### src/rtl/lsm_pkg.sv
// Shared types and field positions for the link state monitor.
// Assumes: status word is the PHY basic status register layout.
package lsm_pkg;
    typedef enum logic [1:0] {
        LS_UNKNOWN = 2'd0,
        LS_DOWN    = 2'd1,
        LS_UP      = 2'd2
    } link_t;

    localparam int VEND_W   = 5;
    localparam int VB_LINK  = 0;
    localparam int VB_SIG   = 1;
    localparam int VB_10M   = 2;
    localparam int VB_100M  = 3;
    localparam int VB_FDX   = 4;

    localparam int SB_LINK   = 2;
    localparam int SB_ANDONE = 5;
    localparam logic [15:0] ST_INVALID = 16'hFFFF;

    localparam logic [1:0] SPD_NONE = 2'd0;
    localparam logic [1:0] SPD_10   = 2'd1;
    localparam logic [1:0] SPD_100  = 2'd2;
    localparam logic [1:0] DPX_UNK  = 2'd0;
    localparam logic [1:0] DPX_HALF = 2'd1;
    localparam logic [1:0] DPX_FULL = 2'd2;
endpackage

### src/rtl/lsm_sample_track.sv
// Stores the last status value and counts ticks since it last changed.
// Assumes: samp_status is meaningful only while samp_valid is high.
module lsm_sample_track #(
    parameter int SETTLE_TICKS = 300
) (
    input  logic        clk,
    input  logic        rst_n,
    input  logic        tick,
    input  logic        samp_valid,
    input  logic [15:0] samp_status,
    output logic        changed,
    output logic        settled
);
    localparam int AW = $clog2(SETTLE_TICKS + 1);
    localparam logic [AW-1:0] AGE_MAX = AW'(SETTLE_TICKS);

    logic [15:0]   stored_q;
    logic [AW-1:0] age_q;

    // Detect a new status value and the settle condition for this sample.
    always_comb begin
        changed = samp_valid && (samp_status != stored_q);
        settled = !changed && (age_q == AGE_MAX);
    end

    // Keep the stored value and the saturating tick age.
    always_ff @(posedge clk) begin
        if (!rst_n) begin
            stored_q <= '0;
            age_q    <= '0;
        end else if (changed) begin
            stored_q <= samp_status;
            age_q    <= '0;
        end else if (tick && age_q != AGE_MAX) begin
            age_q <= age_q + 1'b1;
        end
    end

    p_age_bound_r2: assert property (@(posedge clk) disable iff (!rst_n)
        age_q <= AGE_MAX);
    p_change_clears_r2: assert property (@(posedge clk) disable iff (!rst_n)
        changed |=> (age_q == '0));
endmodule

### src/rtl/lsm_judge.sv
// Combinational decision of the next link state from one sample.
// Assumes: settled comes from lsm_sample_track for the same sample.
module lsm_judge
    import lsm_pkg::*;
(
    input  logic [15:0]       status,
    input  logic [VEND_W-1:0] vendor,
    input  logic              settled,
    input  logic              an_enable,
    input  logic [1:0]        cur_state,
    output logic [1:0]        cand,
    output logic              vendor_ok
);
    // Apply the ordered debounce rules, then the vendor consistency check.
    always_comb begin
        vendor_ok = vendor[VB_LINK] && vendor[VB_SIG]
                    && (vendor[VB_10M] ^ vendor[VB_100M]);
        cand = status[SB_LINK] ? LS_UP : LS_DOWN;
        if (status == ST_INVALID)
            cand = LS_DOWN;
        else if (cur_state == LS_UP && !status[SB_LINK])
            cand = LS_DOWN;
        else if (!settled)
            cand = LS_UNKNOWN;
        else if (!status[SB_ANDONE] && an_enable)
            cand = LS_DOWN;
        if (cand == LS_UP && !vendor_ok)
            cand = LS_UNKNOWN;
    end
endmodule

### src/rtl/lsm_restart.sv
// Bounded polling window opened after the PHY is reprogrammed.
// Assumes: restart is a pulse; tick paces both interval and window.
module lsm_restart #(
    parameter int POLL_TICKS    = 60,
    parameter int RESTART_TICKS = 1200
) (
    input  logic clk,
    input  logic rst_n,
    input  logic tick,
    input  logic restart,
    input  logic kick,
    input  logic up_accept,
    output logic poll_req,
    output logic polling
);
    localparam int PW = $clog2(POLL_TICKS + 1);
    localparam int RW = $clog2(RESTART_TICKS + 1);
    localparam logic [PW-1:0] P_LAST = PW'(POLL_TICKS - 1);
    localparam logic [RW-1:0] R_LAST = RW'(RESTART_TICKS - 1);

    logic [PW-1:0] pcnt_q;
    logic [RW-1:0] rcnt_q;

    // Run the window timer, the interval timer and the request pulse.
    always_ff @(posedge clk) begin
        if (!rst_n) begin
            polling  <= 1'b0;
            poll_req <= 1'b0;
            pcnt_q   <= '0;
            rcnt_q   <= '0;
        end else if (restart) begin
            polling  <= 1'b1;
            poll_req <= 1'b0;
            pcnt_q   <= '0;
            rcnt_q   <= '0;
        end else if (polling) begin
            if (up_accept || (tick && rcnt_q == R_LAST)) begin
                polling  <= 1'b0;
                poll_req <= 1'b0;
            end else begin
                poll_req <= (tick && pcnt_q == P_LAST) || kick;
                if (tick) begin
                    rcnt_q <= rcnt_q + 1'b1;
                    pcnt_q <= (pcnt_q == P_LAST) ? '0 : pcnt_q + 1'b1;
                end
            end
        end else begin
            poll_req <= 1'b0;
        end
    end

    p_poll_in_window_r11: assert property (@(posedge clk) disable iff (!rst_n)
        poll_req |-> polling);
    p_restart_opens_r11: assert property (@(posedge clk) disable iff (!rst_n)
        restart |=> polling);
    p_kick_polls_r12: assert property (@(posedge clk) disable iff (!rst_n)
        (polling && !restart && kick && !up_accept && !tick) |=> poll_req);
endmodule

### src/rtl/link_state_monitor.sv
// Link state tracker: debounces PHY status samples into UP/DOWN/UNKNOWN,
// reports UP entries/exits with speed and duplex, counts events, and
// paces re-polling after a PHY restart.
// Assumes: samples come from an external management-bus engine.
module link_state_monitor
    import lsm_pkg::*;
#(
    parameter int SETTLE_TICKS  = 300,
    parameter int POLL_TICKS    = 60,
    parameter int RESTART_TICKS = 1200,
    parameter int CNT_W         = 16
) (
    input  logic              clk,
    input  logic              rst_n,
    input  logic              tick,
    input  logic              an_enable,
    input  logic              restart,
    input  logic              samp_valid,
    input  logic [15:0]       samp_status,
    input  logic [VEND_W-1:0] samp_vendor,
    output logic [1:0]        link_state,
    output logic [1:0]        link_speed,
    output logic [1:0]        link_duplex,
    output logic              link_report,
    output logic [CNT_W-1:0]  up_count,
    output logic [CNT_W-1:0]  drop_count,
    output logic              poll_req,
    output logic              polling
);
    logic       changed, settled, vendor_ok;
    logic [1:0] cand;
    logic       enter_up, leave_up, kick, up_accept;

    lsm_sample_track #(.SETTLE_TICKS(SETTLE_TICKS)) u_track (
        .clk(clk), .rst_n(rst_n), .tick(tick), .samp_valid(samp_valid),
        .samp_status(samp_status), .changed(changed), .settled(settled)
    );

    lsm_judge u_judge (
        .status(samp_status), .vendor(samp_vendor), .settled(settled),
        .an_enable(an_enable), .cur_state(link_state), .cand(cand),
        .vendor_ok(vendor_ok)
    );

    // Classify the transition this sample would cause.
    always_comb begin
        enter_up  = samp_valid && cand == LS_UP && link_state != LS_UP;
        leave_up  = samp_valid && cand != LS_UP && link_state == LS_UP;
        kick      = samp_valid && (changed || cand != link_state);
        up_accept = samp_valid && cand == LS_UP;
    end

    lsm_restart #(.POLL_TICKS(POLL_TICKS), .RESTART_TICKS(RESTART_TICKS)) u_rs (
        .clk(clk), .rst_n(rst_n), .tick(tick), .restart(restart),
        .kick(kick), .up_accept(up_accept), .poll_req(poll_req),
        .polling(polling)
    );

    // Accept the candidate state, latch speed/duplex and pulse the report.
    always_ff @(posedge clk) begin
        if (!rst_n) begin
            link_state  <= LS_UNKNOWN;
            link_speed  <= SPD_NONE;
            link_duplex <= DPX_UNK;
            link_report <= 1'b0;
        end else begin
            link_report <= enter_up || leave_up;
            if (samp_valid) link_state <= cand;
            if (enter_up) begin
                link_speed  <= samp_vendor[VB_100M] ? SPD_100 : SPD_10;
                link_duplex <= samp_vendor[VB_FDX] ? DPX_FULL : DPX_HALF;
            end else if (leave_up) begin
                link_speed  <= SPD_NONE;
                link_duplex <= DPX_UNK;
            end
        end
    end

    // Count link-up and link-drop events.
    always_ff @(posedge clk) begin
        if (!rst_n) begin
            up_count   <= '0;
            drop_count <= '0;
        end else begin
            if (enter_up) up_count   <= up_count + 1'b1;
            if (leave_up) drop_count <= drop_count + 1'b1;
        end
    end

    p_fast_drop_r4: assert property (@(posedge clk) disable iff (!rst_n)
        (samp_valid && link_state == LS_UP && !samp_status[SB_LINK])
        |=> link_state == LS_DOWN);
    p_invalid_down_r3: assert property (@(posedge clk) disable iff (!rst_n)
        (samp_valid && samp_status == ST_INVALID) |=> link_state == LS_DOWN);
    p_vendor_gate_r7: assert property (@(posedge clk) disable iff (!rst_n)
        (samp_valid && !vendor_ok) |=> link_state != LS_UP);
    p_report_edge_r9: assert property (@(posedge clk) disable iff (!rst_n)
        link_report |-> ((link_state == LS_UP) != ($past(link_state) == LS_UP)));
    p_up_count_r10: assert property (@(posedge clk) disable iff (!rst_n)
        (up_count != $past(up_count)) |-> (link_report && link_state == LS_UP));
    p_speed_r8: assert property (@(posedge clk) disable iff (!rst_n)
        (link_state != LS_UP) |-> (link_speed == SPD_NONE && link_duplex == DPX_UNK));
endmodule

### config.mk
export PLATFORM = sky130hd
export DESIGN_NAME = link_state_monitor
export DESIGN_NICKNAME = d
export VERILOG_FILES = /design/src/rtl/lsm_pkg.sv /design/src/rtl/lsm_sample_track.sv /design/src/rtl/lsm_judge.sv /design/src/rtl/lsm_restart.sv /design/src/rtl/link_state_monitor.sv
export SDC_FILE = /design/constraint.sdc
export NUM_CORES = 1
export LEC_CHECK = 0
export CORE_MARGIN = 2
export CORE_UTILIZATION = 57
export CTS_CLUSTER_SIZE = 10
export DETAILED_ROUTE_END_ITERATION = 10
export DONT_BUFFER_PORTS = 1
export GPL_TIMING_DRIVEN = 0
export PLACE_DENSITY = 0.82
export SETUP_SLACK_MARGIN = 0.3
export SLEW_MARGIN = 20
export SYNTH_ARGS = -nofsm -noshare
export SYNTH_HDL_FRONTEND = slang
export SYNTH_HIERARCHICAL = 1
export SYNTH_SLANG_ARGS = --single-unit
### constraint.sdc
create_clock -name clk -period 3.95 [get_ports clk]
set_input_delay 0.79 -clock clk [delete_from_list [all_inputs] [get_ports clk]]
set_output_delay 0.79 -clock clk [all_outputs]
set_load 0.02 [all_outputs]
==> impl_metrics.prom, run 1 <==
# TYPE chip_impl_metric gauge
chip_impl_metric{name="place_area",unit="sq mm"} 0.00435
chip_impl_metric{name="route.final.wire_length",unit="um"} 9300
chip_impl_metric{name="flow.area_growth_from_synthesis",unit="%"} 7.60
chip_impl_info{name="worstHoldPathType",value="reg2reg"} 1
chip_impl_metric{name="timing_max_transition_violations_final",unit=""} 0
chip_impl_metric{name="post_syn_area",unit="sq mm"} 0.00421
chip_impl_metric{name="floorplan.die.width",unit="um"} 90.0
chip_impl_metric{name="gp_congestion",unit=""} 0.848
chip_impl_metric{name="maxSlewHeadroom",unit="%"} 65.8
chip_impl_metric{name="grt_pass1_wl",unit="um"} 15600
chip_impl_info{name="final_cell_mix",value="sky130_fd_sc_hd__dfxtp_1, sky130_fd_sc_hd__nand2_1, sky130_fd_sc_hd__xnor2_1, sky130_fd_sc_hd__nor2_1, sky130_fd_sc_hd__a21oi_1"} 1
chip_impl_metric{name="tightest_slew",unit="ns"} 0.513
chip_impl_metric{name="floorplan.io_pins",unit=""} 68
chip_impl_metric{name="final.setup_skew",unit="ns"} 0.0103
chip_impl_metric{name="crit_arrival",unit="ns"} 3.76
chip_impl_info{name="crit_start",value="samp_status[3]"} 1
chip_impl_metric{name="cts.clk_slew.worst_paths",unit="ns"} 0.08
chip_impl_metric{name="die_height",unit="um"} 90.0
chip_impl_metric{name="yosys.cell_types.count",unit=""} 53
chip_impl_metric{name="finalCritPeriodShare",unit="%"} 88.4
chip_impl_metric{name="total_leakage_power",unit="nW"} 1.56
chip_impl_metric{name="core_area",unit="sq mm"} 0.00721
chip_impl_metric{name="place.detailed.hpwl",unit="um"} 6800
chip_impl_info{name="timing.critical_path.cells",value="xnor2_1, nand4_1, o41a_1, buf_6, buf_12, nor3_4, nor4bb_4, buf_4, nand3b_4, or3_1, buf_2, or4_1, a21oi_1"} 1
chip_impl_info{name="holdCritStartpoint",value="u_track/stored_q[7]"} 1
chip_impl_metric{name="grt_remaining_overflow",unit=""} 0
chip_impl_metric{name="grt_max_degree",unit=""} 13
chip_impl_metric{name="htree_num_levels",unit=""} 3
chip_impl_metric{name="synth-edff-count",unit=""} 0
chip_impl_info{name="critPathCaptureType",value="flip-flop"} 1
chip_impl_metric{name="worstSkewPairLatency",unit="ns"} 0.34
chip_impl_metric{name="drt_iter0_markers",unit=""} 154
chip_impl_metric{name="initial_antenna_violation_count",unit=""} 0
chip_impl_metric{name="timing.critical_path.buf_inv",unit=""} 4
chip_impl_metric{name="crit_path_max_fanout",unit=""} 10
chip_impl_metric{name="clockBufferDepth",unit=""} 2
chip_impl_metric{name="netlist_instances",unit=""} 473
chip_impl_metric{name="finish.net_count",unit=""} 519
chip_impl_metric{name="via_count_of_the_first_global_routing_pass",unit=""} 3403
chip_impl_metric{name="number_of_search_and_repair_iterations_in_the_first_detailed_routing_pass",unit=""} 4
chip_impl_info{name="criticalPathCategory",value="in2reg"} 1
chip_impl_metric{name="power-per-cell-area",unit="mW/mm^2"} 327
chip_impl_metric{name="cp_slowest_stage_delay",unit="ns"} 0.49
chip_impl_info{name="cp_top_family",value="simple AND/OR/NAND/NOR gates"} 1
chip_impl_metric{name="groute.usage.overall",unit="%"} 23.5
chip_impl_metric{name="final_layout_size_suffix_gt1_share",unit="%"} 8.57
chip_impl_metric{name="route.vias.total",unit=""} 3497
chip_impl_info{name="rsz0062_at_grt",value="no"} 1
chip_impl_info{name="launch_instance_of_the_worst_register_to_register_path",value="u_track/stored_q[5]"} 1
chip_impl_metric{name="final_period_minus_worst_setup_slack",unit="ns"} 3.49
chip_impl_metric{name="antennaDiodeCount",unit=""} 0
chip_impl_metric{name="synth.yosys.seq_area_share",unit="%"} 39.4
chip_impl_metric{name="synth-async-reset-ratio",unit="%"} 0
chip_impl_info{name="buffer_cell_driving_the_clock_tree_root",value="sky130_fd_sc_hd__clkbuf_8"} 1
chip_impl_metric{name="peakVddDrop",unit="uV"} 183
chip_impl_metric{name="tns",unit="ns"} 0
chip_impl_metric{name="layout.cell_area.non_filler",unit="sq mm"} 0.00453
chip_impl_metric{name="cts_inserted_buffers",unit=""} 9
chip_impl_metric{name="final_hold_viol_count",unit=""} 0
chip_impl_metric{name="die_area",unit="sq mm"} 0.00809
chip_impl_metric{name="post_cts_hold_buffer_count",unit=""} 0
chip_impl_metric{name="drv.max_cap_violation_count",unit=""} 0
chip_impl_metric{name="max_freq",unit="MHz"} 286
chip_impl_metric{name="drc_errors",unit=""} 0
chip_impl_metric{name="synthesis.nets",unit=""} 506
chip_impl_metric{name="critical_path_required",unit="ns"} 4.22
chip_impl_metric{name="rows",unit=""} 31
chip_impl_metric{name="synth-warning-count",unit=""} 6
chip_impl_info{name="status",value="complete, no violations"} 1
chip_impl_metric{name="initial_core_util",unit="%"} 58.4
chip_impl_info{name="cts_tree",value="done"} 1
chip_impl_metric{name="antenna_violating_nets_post_route",unit=""} 0
chip_impl_metric{name="tritoncts_num_sinks",unit=""} 83
chip_impl_metric{name="port_buffers",unit=""} 0
chip_impl_info{name="ys_dominant_reg_cell",value="sky130_fd_sc_hd__dfxtp_1"} 1
chip_impl_metric{name="postSynthRegisterBits",unit=""} 83
chip_impl_metric{name="drt-wirelength-per-cell",unit="um"} 15.8
chip_impl_info{name="crit_path_start_kind",value="primary input"} 1
chip_impl_metric{name="synth_area_per_cell",unit="sq um"} 8.91
chip_impl_metric{name="setup_viol",unit=""} 0
chip_impl_metric{name="detail_route.vias_per_cell",unit=""} 5.94
chip_impl_info{name="critPathSlowestCell",value="sky130_fd_sc_hd__or4_1"} 1
chip_impl_info{name="most_common_library_cell_in_the_layout_ignoring_fill_and_taps",value="sky130_fd_sc_hd__dfxtp_1"} 1
## worst min-delay path: cells and delay by family (launching register included)
kind          cells  cell delay, ns
mux               1            0.05
simple gates      1            0.05
flops             1            0.33
## flip-flops by register name, summed over array words and instances, names as in the netlist
signal	count
link_state	2
u_rs/polling	1
u_rs/pcnt_q	6
drop_count	16
u_rs/poll_req	1
u_track/stored_q	16
link_duplex	2
up_count	16
u_rs/rcnt_q	11
link_report	1
link_speed	2
u_track/age_q	9
## kinds of logic (layout without fill, tap and decap cells)
kind of cell | after synthesis | after routing | share of synthesized area (%)
buf+inv | 38 | 55 | 4.72
compound gates | 63 | 63 | 9.68
fa+ha+maj | 6 | 6 | 1.78
flops | 83 | 83 | 39.4
mux | 25 | 25 | 5.94
xor+xnor | 43 | 43 | 8.94
simple gates | 215 | 215 | 29.5
## cell usage after synthesis (all sizes together), types with 8 or more instances
cell type	instances	area share, %
and3	12	1.9
mux2i	25	5.9
dfxtp	83	39
nor2	27	2.4
clkbuf	13	1.2
o21ai	13	1.5
nand3	22	2.6
o31ai	10	1.8
xnor2	30	6.2
nor4	8	1.3
buf	9	2.1
nand4	19	2.8
a21oi	27	3.2
inv	16	1.4
or3	13	1.9
nor3b	10	2.6
xor2	13	2.7
or4	11	2.0
nand2	64	5.7
## repair_timing
| action | CTS | global route |
|---|---|---|
| endpoints found under the setup margin | 0 | 6 |
| gates resized for setup | 0 | 1 |
| setup buffers | 0 | 2 |
## stage by stage
stage	power, mW	instances	setup WS [ns]	utilization, %	hold WS, ns
detailed placement	0.973	572	0.0507	60.3	0.464
floorplan	0.953	473	0.354	-	0.447
finish	1.48	589	0.458	62.8	0.478
global route	1.54	589	0.268	62.8	0.492
CTS	1.49	587	0.420	62.5	0.475
global placement	0.968	572	0.122	60.3	0.455
## where the power goes
group	switching (mW)	internal [mW]	leakage, nW	total [mW]
sequential	0.0104	0.848	0.672	0.859
combinational	0.0531	0.0423	0.806	0.0953
clock	0.289	0.240	0.0860	0.529
total	0.352	1.13	1.56	1.48
## per-layer routing
metal  vias to the layer above  track usage [%]  share of wire, %
met5                         -                0                 0
met4                         0             9.74               1.9
li1                       1712                -                 -
met1                      1659             27.5                44
met3                        14             7.12               6.5
met2                       112             40.4                48
## final timing paths
check / end / slack [ns] / cells past startpoint
max: up_count[10] / 0.46 / 13
min: u_track/stored_q[7] / 0.48 / 2
max reg2reg: up_count[10] / 0.54 / 13
min reg2reg: u_track/stored_q[7] / 0.48 / 2
## area by class of cell
class	count	area, sq um
Buffer	22	139
Clock buffer	12	145
Clock inverter	3	15.0
Fill cell	608	2680
Inverter	16	60.1
Multi-Input combinational cell	352	2370
Sequential cell	83	1660
Tap cell	99	124
Timing Repair Buffer	2	15.0
Power figures use the tool's default switching activity.
==> run 2, diff against run 1 <==
--- a/config.mk
+++ b/config.mk
@@ -18,3 +18,4 @@
 export SYNTH_HDL_FRONTEND = slang
 export SYNTH_HIERARCHICAL = 1
 export SYNTH_SLANG_ARGS = --single-unit
+export TNS_END_PERCENT = 50
==> results of run 2 <==
Same layout as run 1: the final DEF is identical, and so are final timing and power.
